$ cat src/rtl/hostbus_regbank_pkg.sv
package hostbus_regbank_pkg;

  // Field offset width inside one channel
  localparam int unsigned OFS_W      = 4;
  // Number of mapped fields per channel (offsets 0 .. NUM_FIELDS-1)
  localparam int unsigned NUM_FIELDS = 5;

  // Field offsets: the host relies on these positions
  localparam int unsigned FLD_CTRL    = 0;
  localparam int unsigned FLD_CODE_HI = 1;
  localparam int unsigned FLD_CODE_LO = 2;
  localparam int unsigned FLD_DATA_HI = 3;
  localparam int unsigned FLD_DATA_LO = 4;

  // Bit positions of the two synchronized access kinds
  localparam int unsigned ACC_WR  = 0;
  localparam int unsigned ACC_RD  = 1;
  localparam int unsigned NUM_ACC = 2;

endpackage

$ cat src/rtl/hb_rst_sync.sv
module hb_rst_sync (
  input  logic clk,
  input  logic rst_n,
  output logic rst_sn
);
  logic [1:0] stage_q;

  always_ff @(posedge clk or negedge rst_n) begin
    if (!rst_n) stage_q <= 2'b00;
    else        stage_q <= {stage_q[0], 1'b1};
  end

  assign rst_sn = stage_q[1];
endmodule

$ cat src/rtl/hb_sync_edge.sv
module hb_sync_edge #(
  parameter int unsigned WIDTH = 2
) (
  input  logic             clk,
  input  logic             rst_n,
  input  logic [WIDTH-1:0] act_async,
  output logic [WIDTH-1:0] act_begin,
  output logic [WIDTH-1:0] act_end
);
  logic [WIDTH-1:0] meta_q, sync_q, prev_q;
  logic [WIDTH-1:0] meta_d, sync_d, prev_d;

  always_comb begin
    meta_d = act_async;
    sync_d = meta_q;
    prev_d = sync_q;
  end

  always_ff @(posedge clk or negedge rst_n) begin
    if (!rst_n) begin
      meta_q <= '0;
      sync_q <= '0;
      prev_q <= '0;
    end else begin
      meta_q <= meta_d;
      sync_q <= sync_d;
      prev_q <= prev_d;
    end
  end

  for (genvar b = 0; b < WIDTH; b++) begin : g_edge
    assign act_begin[b] =  sync_q[b] & ~prev_q[b];
    assign act_end[b]   = ~sync_q[b] &  prev_q[b];

    // a commit enable lasts exactly one clock
    a_r3_end_single: assert property (@(posedge clk) disable iff (!rst_n)
      act_end[b] |=> !act_end[b]);
    // a load enable lasts exactly one clock
    a_r8_begin_single: assert property (@(posedge clk) disable iff (!rst_n)
      act_begin[b] |=> !act_begin[b]);
  end
endmodule

$ cat src/rtl/hb_decode.sv
module hb_decode
  import hostbus_regbank_pkg::*;
#(
  parameter int unsigned NUM_CH = 4,
  localparam int unsigned CH_W   = $clog2(NUM_CH),
  localparam int unsigned ADDR_W = CH_W + OFS_W
) (
  input  logic                  clk,
  input  logic                  rst_n,
  input  logic [ADDR_W-1:0]     addr,
  output logic [CH_W-1:0]       ch_idx,
  output logic [NUM_FIELDS-1:0] fld_sel
);
  logic [OFS_W-1:0] ofs;

  assign ch_idx = addr[ADDR_W-1:OFS_W];
  assign ofs    = addr[OFS_W-1:0];

  for (genvar k = 0; k < NUM_FIELDS; k++) begin : g_sel
    assign fld_sel[k] = (ofs == OFS_W'(k));
  end

  // decode targets are mutually exclusive, so no priority is needed
  a_r7_sel_exclusive: assert property (@(posedge clk) disable iff (!rst_n)
    $onehot0(fld_sel));
  // offsets above the mapped range select nothing
  a_r6_unused_no_sel: assert property (@(posedge clk) disable iff (!rst_n)
    (ofs >= OFS_W'(NUM_FIELDS)) |-> (fld_sel == '0));
endmodule

$ cat src/rtl/hb_regfile.sv
module hb_regfile
  import hostbus_regbank_pkg::*;
#(
  parameter int unsigned NUM_CH = 4,
  parameter int unsigned DATA_W = 16,
  localparam int unsigned CH_W  = $clog2(NUM_CH),
  localparam int unsigned INC_W = 2 * DATA_W
) (
  input  logic                    clk,
  input  logic                    rst_n,
  input  logic                    wr_en,
  input  logic [CH_W-1:0]         ch_idx,
  input  logic [NUM_FIELDS-1:0]   fld_sel,
  input  logic [DATA_W-1:0]       wdata,
  output logic [DATA_W-1:0]       ctrl_o,
  output logic [NUM_CH*INC_W-1:0] code_flat,
  output logic [NUM_CH*INC_W-1:0] data_flat,
  output logic [DATA_W-1:0]       rd_mux
);
  logic [DATA_W-1:0] ctrl_q, ctrl_d;
  logic [INC_W-1:0]  code_q [NUM_CH];
  logic [INC_W-1:0]  code_d [NUM_CH];
  logic [INC_W-1:0]  data_q [NUM_CH];
  logic [INC_W-1:0]  data_d [NUM_CH];

  // Next state: only the addressed half moves, and only on the commit enable
  always_comb begin
    ctrl_d = ctrl_q;
    for (int c = 0; c < NUM_CH; c++) begin
      code_d[c] = code_q[c];
      data_d[c] = data_q[c];
    end
    if (wr_en) begin
      if (fld_sel[FLD_CTRL]) ctrl_d = wdata;
      for (int c = 0; c < NUM_CH; c++) begin
        if (ch_idx == CH_W'(c)) begin
          if (fld_sel[FLD_CODE_HI]) code_d[c][INC_W-1:DATA_W] = wdata;
          if (fld_sel[FLD_CODE_LO]) code_d[c][DATA_W-1:0]     = wdata;
          if (fld_sel[FLD_DATA_HI]) data_d[c][INC_W-1:DATA_W] = wdata;
          if (fld_sel[FLD_DATA_LO]) data_d[c][DATA_W-1:0]     = wdata;
        end
      end
    end
  end

  always_ff @(posedge clk or negedge rst_n) begin
    if (!rst_n) begin
      ctrl_q <= '0;
      for (int c = 0; c < NUM_CH; c++) begin
        code_q[c] <= '0;
        data_q[c] <= '0;
      end
    end else begin
      ctrl_q <= ctrl_d;
      for (int c = 0; c < NUM_CH; c++) begin
        code_q[c] <= code_d[c];
        data_q[c] <= data_d[c];
      end
    end
  end

  // Readback: AND-OR tree over the same exclusive selects
  always_comb begin
    rd_mux = {DATA_W{fld_sel[FLD_CTRL]}} & ctrl_q;
    for (int c = 0; c < NUM_CH; c++) begin
      if (ch_idx == CH_W'(c)) begin
        rd_mux = rd_mux
               | ({DATA_W{fld_sel[FLD_CODE_HI]}} & code_q[c][INC_W-1:DATA_W])
               | ({DATA_W{fld_sel[FLD_CODE_LO]}} & code_q[c][DATA_W-1:0])
               | ({DATA_W{fld_sel[FLD_DATA_HI]}} & data_q[c][INC_W-1:DATA_W])
               | ({DATA_W{fld_sel[FLD_DATA_LO]}} & data_q[c][DATA_W-1:0]);
      end
    end
  end

  assign ctrl_o = ctrl_q;
  for (genvar g = 0; g < NUM_CH; g++) begin : g_flat
    assign code_flat[g*INC_W +: INC_W] = code_q[g];
    assign data_flat[g*INC_W +: INC_W] = data_q[g];
  end

  // without a commit enable nothing moves
  a_r3_hold_without_commit: assert property (@(posedge clk) disable iff (!rst_n)
    !wr_en |=> ($stable(ctrl_o) && $stable(code_flat) && $stable(data_flat)));
  // a commit to an unmapped offset moves nothing
  a_r6_unused_ignored: assert property (@(posedge clk) disable iff (!rst_n)
    (wr_en && (fld_sel == '0)) |=> ($stable(ctrl_o) && $stable(code_flat) && $stable(data_flat)));
  // a control-word commit leaves the increments alone
  a_r5_ctrl_only: assert property (@(posedge clk) disable iff (!rst_n)
    (wr_en && fld_sel[FLD_CTRL]) |=> ($stable(code_flat) && $stable(data_flat)));
endmodule

$ cat src/rtl/hostbus_regbank.sv
module hostbus_regbank
  import hostbus_regbank_pkg::*;
#(
  parameter int unsigned NUM_CH = 4,
  parameter int unsigned DATA_W = 16,
  localparam int unsigned CH_W   = $clog2(NUM_CH),
  localparam int unsigned ADDR_W = CH_W + OFS_W,
  localparam int unsigned INC_W  = 2 * DATA_W
) (
  input  logic                    clk,
  input  logic                    rst_n,
  input  logic                    host_sel_n,
  input  logic                    host_wr_n,
  input  logic                    host_rd_n,
  input  logic [ADDR_W-1:0]       host_addr,
  input  logic [DATA_W-1:0]       host_wdata,
  output logic [DATA_W-1:0]       host_rdata,
  output logic [DATA_W-1:0]       ctrl_word,
  output logic [NUM_CH*INC_W-1:0] code_inc,
  output logic [NUM_CH*INC_W-1:0] data_inc
);
  logic                  rst_sn;
  logic [NUM_ACC-1:0]    act_async, act_begin, act_end;
  logic [ADDR_W-1:0]     addr_q, addr_d;
  logic [DATA_W-1:0]     wdata_q, wdata_d;
  logic [DATA_W-1:0]     rdata_q, rdata_d;
  logic [DATA_W-1:0]     rd_mux;
  logic [CH_W-1:0]       ch_idx;
  logic [NUM_FIELDS-1:0] fld_sel;
  logic                  commit_en, load_en;

  hb_rst_sync u_rst (
    .clk    (clk),
    .rst_n  (rst_n),
    .rst_sn (rst_sn)
  );

  // Active-high access conditions (select and strobe both low)
  assign act_async[ACC_WR] = ~(host_sel_n | host_wr_n);
  assign act_async[ACC_RD] = ~(host_sel_n | host_rd_n);

  hb_sync_edge #(.WIDTH(NUM_ACC)) u_sync (
    .clk       (clk),
    .rst_n     (rst_sn),
    .act_async (act_async),
    .act_begin (act_begin),
    .act_end   (act_end)
  );

  assign commit_en = act_end[ACC_WR];
  assign load_en   = act_begin[ACC_RD];

  // Bus address and data are stable around the enables; register them
  always_comb begin
    addr_d  = host_addr;
    wdata_d = host_wdata;
    rdata_d = load_en ? rd_mux : rdata_q;
  end

  always_ff @(posedge clk or negedge rst_sn) begin
    if (!rst_sn) begin
      addr_q  <= '0;
      wdata_q <= '0;
      rdata_q <= '0;
    end else begin
      addr_q  <= addr_d;
      wdata_q <= wdata_d;
      rdata_q <= rdata_d;
    end
  end

  hb_decode #(.NUM_CH(NUM_CH)) u_dec (
    .clk     (clk),
    .rst_n   (rst_sn),
    .addr    (addr_q),
    .ch_idx  (ch_idx),
    .fld_sel (fld_sel)
  );

  hb_regfile #(.NUM_CH(NUM_CH), .DATA_W(DATA_W)) u_regs (
    .clk       (clk),
    .rst_n     (rst_sn),
    .wr_en     (commit_en),
    .ch_idx    (ch_idx),
    .fld_sel   (fld_sel),
    .wdata     (wdata_q),
    .ctrl_o    (ctrl_word),
    .code_flat (code_inc),
    .data_flat (data_inc),
    .rd_mux    (rd_mux)
  );

  assign host_rdata = rdata_q;

  // read data moves only on the load enable
  a_r8_rdata_hold: assert property (@(posedge clk) disable iff (!rst_sn)
    !load_en |=> $stable(host_rdata));
  // a read strobe without select never raises the synchronized read
  a_r9_no_read_without_sel: assert property (@(posedge clk) disable iff (!rst_sn)
    (host_sel_n && $past(host_sel_n) && $past(host_sel_n, 2)) |=> !load_en);
endmodule

$ cat config.mk
export PLATFORM = sky130hd
export DESIGN_NAME = hostbus_regbank
export DESIGN_NICKNAME = d
export VERILOG_FILES = /design/src/rtl/hostbus_regbank_pkg.sv /design/src/rtl/hb_rst_sync.sv /design/src/rtl/hb_sync_edge.sv /design/src/rtl/hb_decode.sv /design/src/rtl/hb_regfile.sv /design/src/rtl/hostbus_regbank.sv
export SDC_FILE = /design/constraint.sdc
export NUM_CORES = 1
export LEC_CHECK = 0
export ABC_CLOCK_PERIOD_IN_PS = 9200
export BUFFER_PORTS_ARGS = -buffer_cell sky130_fd_sc_hd__clkbuf_2
export CORE_MARGIN = 2
export CORE_UTILIZATION = 45
export DETAILED_ROUTE_END_ITERATION = 8
export GPL_TIMING_DRIVEN = 0
export MAX_ROUTING_LAYER = met4
export PLACE_DENSITY = 0.74
export SYNTH_ARGS = -nofsm -noshare
export SYNTH_HDL_FRONTEND = slang
export SYNTH_SLANG_ARGS = --single-unit
$ cat constraint.sdc
create_clock -name clk -period 9.2 [get_ports clk]
set_clock_uncertainty 0.1 [all_clocks]
set_input_delay 0.46 -clock clk [delete_from_list [all_inputs] [get_ports clk]]
set_output_delay 0.46 -clock clk [all_outputs]
set_load 0.01 [all_outputs]
# Word level (Yosys, flattened, before mapping)
# Index checks and enable logic that the tools add are counted.
[classes] n_eq_ne=7 mux=4 bitwise_logic=41 reduce_logical=19
[op_table] operator="AND 16 bit" n=17
[op_table] operator="bitwise OR 16 bit" n=16
[op_table] operator="2-to-1 mux 16 bit" n=4
[op_table] operator="AND reduction 3 bit" n=16
[op_table] operator="equality test 4 x 2 -> 1 bit (second input constant)" n=2
[op_table] operator="equality test 2 bit (second input constant)" n=2
[op_table] operator="equality test 4 x 1 -> 1 bit (second input constant)" n=1
[op_table] operator="equality test 4 x 3 -> 1 bit (second input constant)" n=1
[op_table] operator="logical NOT 4 bit" n=1
[op_table] operator="inverter 1 bit" n=4
[op_table] operator="AND 1 bit" n=2
[op_table] operator="equality test 2 x 1 -> 1 bit (second input constant)" n=1
[op_table] operator="logical NOT 2 bit" n=1
[op_table] operator="bitwise OR 1 bit" n=2
[op_table] operator="AND reduction 2 bit" n=1
[totals] regBits=318 in_bits=27 out_inout_bits=288 word_cells=95

# Longest topological paths before layout
[logic_depth] word_depth=22 mapped_depth=9 mapped_depth_nobuf=5

# Cells and area by module
# From an unflattened synthesis, not the netlist that was laid out.
[hier_totals] hier_cells=918 hier_area_um2=13556.8
[modules_own_cells] mod="hb_regfile" instances=1 cells_each=840 area_per_inst_um2=12050.3 seq_area_each_um2=6806.5
[modules_own_cells] mod="hostbus_regbank" instances=1 cells_each=58 area_per_inst_um2=1207.4 seq_area_each_um2=950.9
[modules_own_cells] mod="hb_sync_edge" instances=1 cells_each=10 area_per_inst_um2=185.2 seq_area_each_um2=150.1
[modules_own_cells] mod="hb_decode" instances=1 cells_each=7 area_per_inst_um2=60.1 seq_area_each_um2=0.0
[modules_own_cells] mod="hb_rst_sync" instances=1 cells_each=3 area_per_inst_um2=53.8 seq_area_each_um2=50.0

# Least setup slack after synthesis
# No wires, ideal clock.
[synth_path] path_kind="register to register" startpoint="register addr_q[3]" endpoint="register u_regs.code_q, in the netlist u_regs.code_flat[101]" setup_time_ns=0.125 t_arrival_ns=1.744 required_ns=8.975 slack_ns=7.231 stages_incl_launch_ff=6 n_path_buf=1 synth_period_minus_slack_ns=1.969 cell_sequence="dfrtp_1 -> nor2_1 -> nand2_1 -> nor4_4 -> buf_4 -> mux2_2"
[synth_via] elab_chain_cells=2
[synth_lines] item="start, declared" line_no="hostbus_regbank.sv:24" source="logic [ADDR_W-1:0] addr_q, addr_d;"
[synth_lines] item="start signal, assigned" line_no="hostbus_regbank.sv:66" source="addr_q <= addr_d;"
[synth_lines] item="equality test 4 x 2 -> 1 bit" line_no="hb_decode.sv:20" source="assign fld_sel[k] = (ofs == OFS_W'(k));"
[synth_lines] item="AND reduction 3 bit (no source line)"
[synth_lines] item="end signal, assigned by index" line_no="hb_regfile.sv:56" source="code_q[c] <= code_d[c];"
[synth_lines] item="end, declared" line_no="hb_regfile.sv:21" source="logic [INC_W-1:0] code_q [NUM_CH];"
# No other way between the ends.
# A chain may end at the register's enable or synchronous reset.

# Worst setup path in the final report
[layout_path] startpoint="register addr_q[3]" endpoint="register u_regs.code_q, in the netlist u_regs.code_flat[108]"
# The elaborated chain is that of the path after synthesis.

==> results.sh <==
export IMPL_critPathCaptureType="register"
export IMPL_port_buffers=314
export IMPL_synth_edff_count=0
export IMPL_netlist_instances=996
export IMPL_cts_buffers=36
export IMPL_layout_area_overhead_vs_synth_pct=26.9
export IMPL_reg2reg_depth=5
export IMPL_worst_pin_slew_ns=0.933
export IMPL_ys_ff_latch=318
export IMPL_tns_ns=0
export IMPL_dr_pass1_iters=5
export IMPL_finalNetCount=1405
export IMPL_route_detailed_drc=0
export IMPL_status="completed"
export IMPL_overflow=0
export IMPL_vdd_drop_max_mv=0.147
export IMPL_grt_first_pass_wirelength_mm=69.6
export IMPL_synth_seq_area_share_pct=57.6
export IMPL_final_core_util_pct=57.6
export IMPL_initial_core_util_pct=45.4
export IMPL_ys_flop_type="dfrtp_1"
export IMPL_finalHoldViolCount=0
export IMPL_die_h_um=179
export IMPL_dp_hpwl_mm=34.8
export IMPL_crit_path_start_kind="register"
export IMPL_synth_cell_types=35
export IMPL_routabilityCongestion=0.874
export IMPL_grt_setup_unrepaired="no"
export IMPL_hold_class="in2reg"
export IMPL_async_reset_ff_share_pct=100
export IMPL_min_path_cells=2
export IMPL_core_area_mm2=0.0304
export IMPL_maxCapViolations=0
export IMPL_yosysMostFrequentCell="dfrtp_1"
export IMPL_antenna_found_initial=1
export IMPL_synth_commonest_cells="dfrtp_1, mux2_2, a22oi_1, mux2i_1, o22ai_1"
export IMPL_synth_top_area_cell="dfrtp_1"
export IMPL_cts_max_path_buffers=3
export IMPL_postRouteAntennaNets=0
export IMPL_power_leakage_nw=8.87
export IMPL_syn_area_per_cell_um2=13.9
export IMPL_die_area_mm2=0.0321
export IMPL_setup_viol=0
export IMPL_cts_htree_levels=2
export IMPL_die_w_um=179
export IMPL_slowest_delay_ns=0.73
export IMPL_cpMaxStageDelayCell="nor4_4"
export IMPL_maxSlewViolCount=0
export IMPL_grt_pass1_vias=10900
export IMPL_yosys_warnings=0
export IMPL_viasPerCell=5.92
export IMPL_synth_area_mm2=0.0138
export IMPL_ios=315
export IMPL_synth_area_leaders="dfrtp_1, mux2_2, mux2i_1"
export IMPL_seqCellArea_mm2=0.00796
export IMPL_critical_path_class="reg2reg"
export IMPL_synth_top_cell_area_share_pct=57.6
export IMPL_core_rowCount=64
export IMPL_clkTransAtPathRegs_ns=0.06
export IMPL_cp_arrival_ns=2.89
export IMPL_slew_headroom_pct=37.8
export IMPL_vias=10700
export IMPL_routedWlPerCell_um=26.7
export IMPL_drt_total_wl_mm=48.0
export IMPL_grt_max_degree=71
export IMPL_cts_tree="built"
export IMPL_clk_latency_ns=0.51
export IMPL_gr_usage_all_layers_pct=30.8
export IMPL_cts_resized=0
export IMPL_critPathMaxFanout=10
export IMPL_drt_iter0_markers=991
export IMPL_finalCritPeriodShare_pct=28.3
export IMPL_power_per_cell_area_mw_per_mm2=203
export IMPL_syn_num_nets=1023
export IMPL_multi_input_area_mm2=0.00547
export IMPL_drive_above_1_share_pct=50.6
export IMPL_cts_root_buffer="clkbuf_16"
export IMPL_crit_chain="nor2_1, nand2_1, nor4_4, buf_4, mux2_2"
export IMPL_fmax_ghz=0.384
export IMPL_clock_sinks=318
export IMPL_period_needed_ns=2.61
export IMPL_crit_required_ns=9.49
export IMPL_fillers=2592
==> critical path, delay by kind of cell (launching register included) <==
kind | cells | cell delay, ns
buffers and inverters | 1 | 0.38
DFF | 1 | 0.50
and+or+nand+nor | 3 | 1.13
muxes | 1 | 0.36
==> sequential cells by signal (all words and copies together), names as in the netlist <==
| name | cells |
|---|---|
| u_regs.code_flat | 128 |
| u_regs.data_flat | 128 |
| host_rdata | 16 |
| u_regs.ctrl_o | 16 |
| wdata_q | 16 |
| addr_q | 6 |
| u_rst.stage_q | 2 |
| u_sync.meta_q | 2 |
| u_sync.prev_d | 2 |
| u_sync.prev_q | 2 |
==> cell usage in the layout (no fill, tap or decap), drive strengths merged <==
master       count
clkbuf         400
nor4             2
nand2b           3
o211ai          19
a31oi            1
a22oi           64
nor3             3
nor4b            1
nand2           16
conb             1
dlygate4sd3     25
inv              1
buf             51
clkinv           9
nor2            29
mux2i           64
diode            1
nor3b            2
a221oi           5
and2             1
o221ai          16
a222oi           1
dfrtp          318
nand3            7
bufinv           5
a21oi           20
a211oi          10
o2111ai          2
o21ai           10
or2              1
mux2           272
o22ai           38
nor2b            6
==> kinds of logic after synthesis <==
kind of cell	after synthesis	synth area share, %
DFF	318	57.6
AOI/OAI and AO/OA	186	9.44
and+or+nand+nor	71	3.30
other	1	0.0271
buffers and inverters	84	2.84
muxes	336	26.8
==> routing by layer <==
metal	vias up	part of all wire, %	global-route usage [%]
li1	4498	-	-
met1	5457	39	38.8
met2	583	47	47.9
met3	121	10	8.57
met4	0	3.5	11.0
met5	-	0	-
==> what timing repair did <==
item,in CTS,in global routing
hold buffers,25,0
buffers inserted,0,0
hold endpoints to repair,26,0
==> per-stage QoR <==
step	hold slack, ns	instances	instance area [µm²]	total power [mW]	setup WS, ns
final	0.0122	1800	17500	3.56	6.59
after global routing	0.00608	1800	17500	3.68	6.46
after CTS	0.000942	1799	17500	3.58	6.65
after detailed placement	0.149	1711	16000	2.06	6.67
after global placement	0.146	1706	15900	2.04	1.98
after floorplan	0.0644	996	13800	1.83	3.90
==> path summary, 6_finish.rpt <==
check                                  from               endpoint  slack [ns]
min in group asynchronous             rst_n       u_rst.stage_q[1]        0.17
max in group asynchronous  u_rst.stage_q[1]    u_regs.code_flat[7]        7.72
min                              host_sel_n       u_sync.meta_q[0]        0.01
max                               addr_q[3]  u_regs.code_flat[108]        6.59
max reg2reg                       addr_q[3]  u_regs.code_flat[108]        6.59
min reg2reg                u_rst.stage_q[1]       u_sync.meta_q[0]        0.21
==> report_power, final <==
| group | total [mW] | switching (mW) | internal (mW) |
|---|---|---|---|
| sequential | 1.61 | 0.106 | 1.51 |
| clock | 1.52 | 0.580 | 0.939 |
| combinational | 0.430 | 0.242 | 0.188 |
==> cell type report <==
| cell class | instances | share of cell area, % |
|---|---|---|
| Antenna cell | 1 | 0.0143 |
| Buffer | 83 | 2.22 |
| Clock buffer | 49 | 6.00 |
| Clock inverter | 14 | 1.13 |
| Inverter | 1 | 0.0214 |
| Multi-Input combinational cell | 594 | 31.2 |
| Sequential cell | 318 | 45.4 |
| Tap cell | 396 | 2.83 |
| Timing Repair Buffer | 344 | 11.2 |
Note: power is estimated with default switching activity, not from simulation.
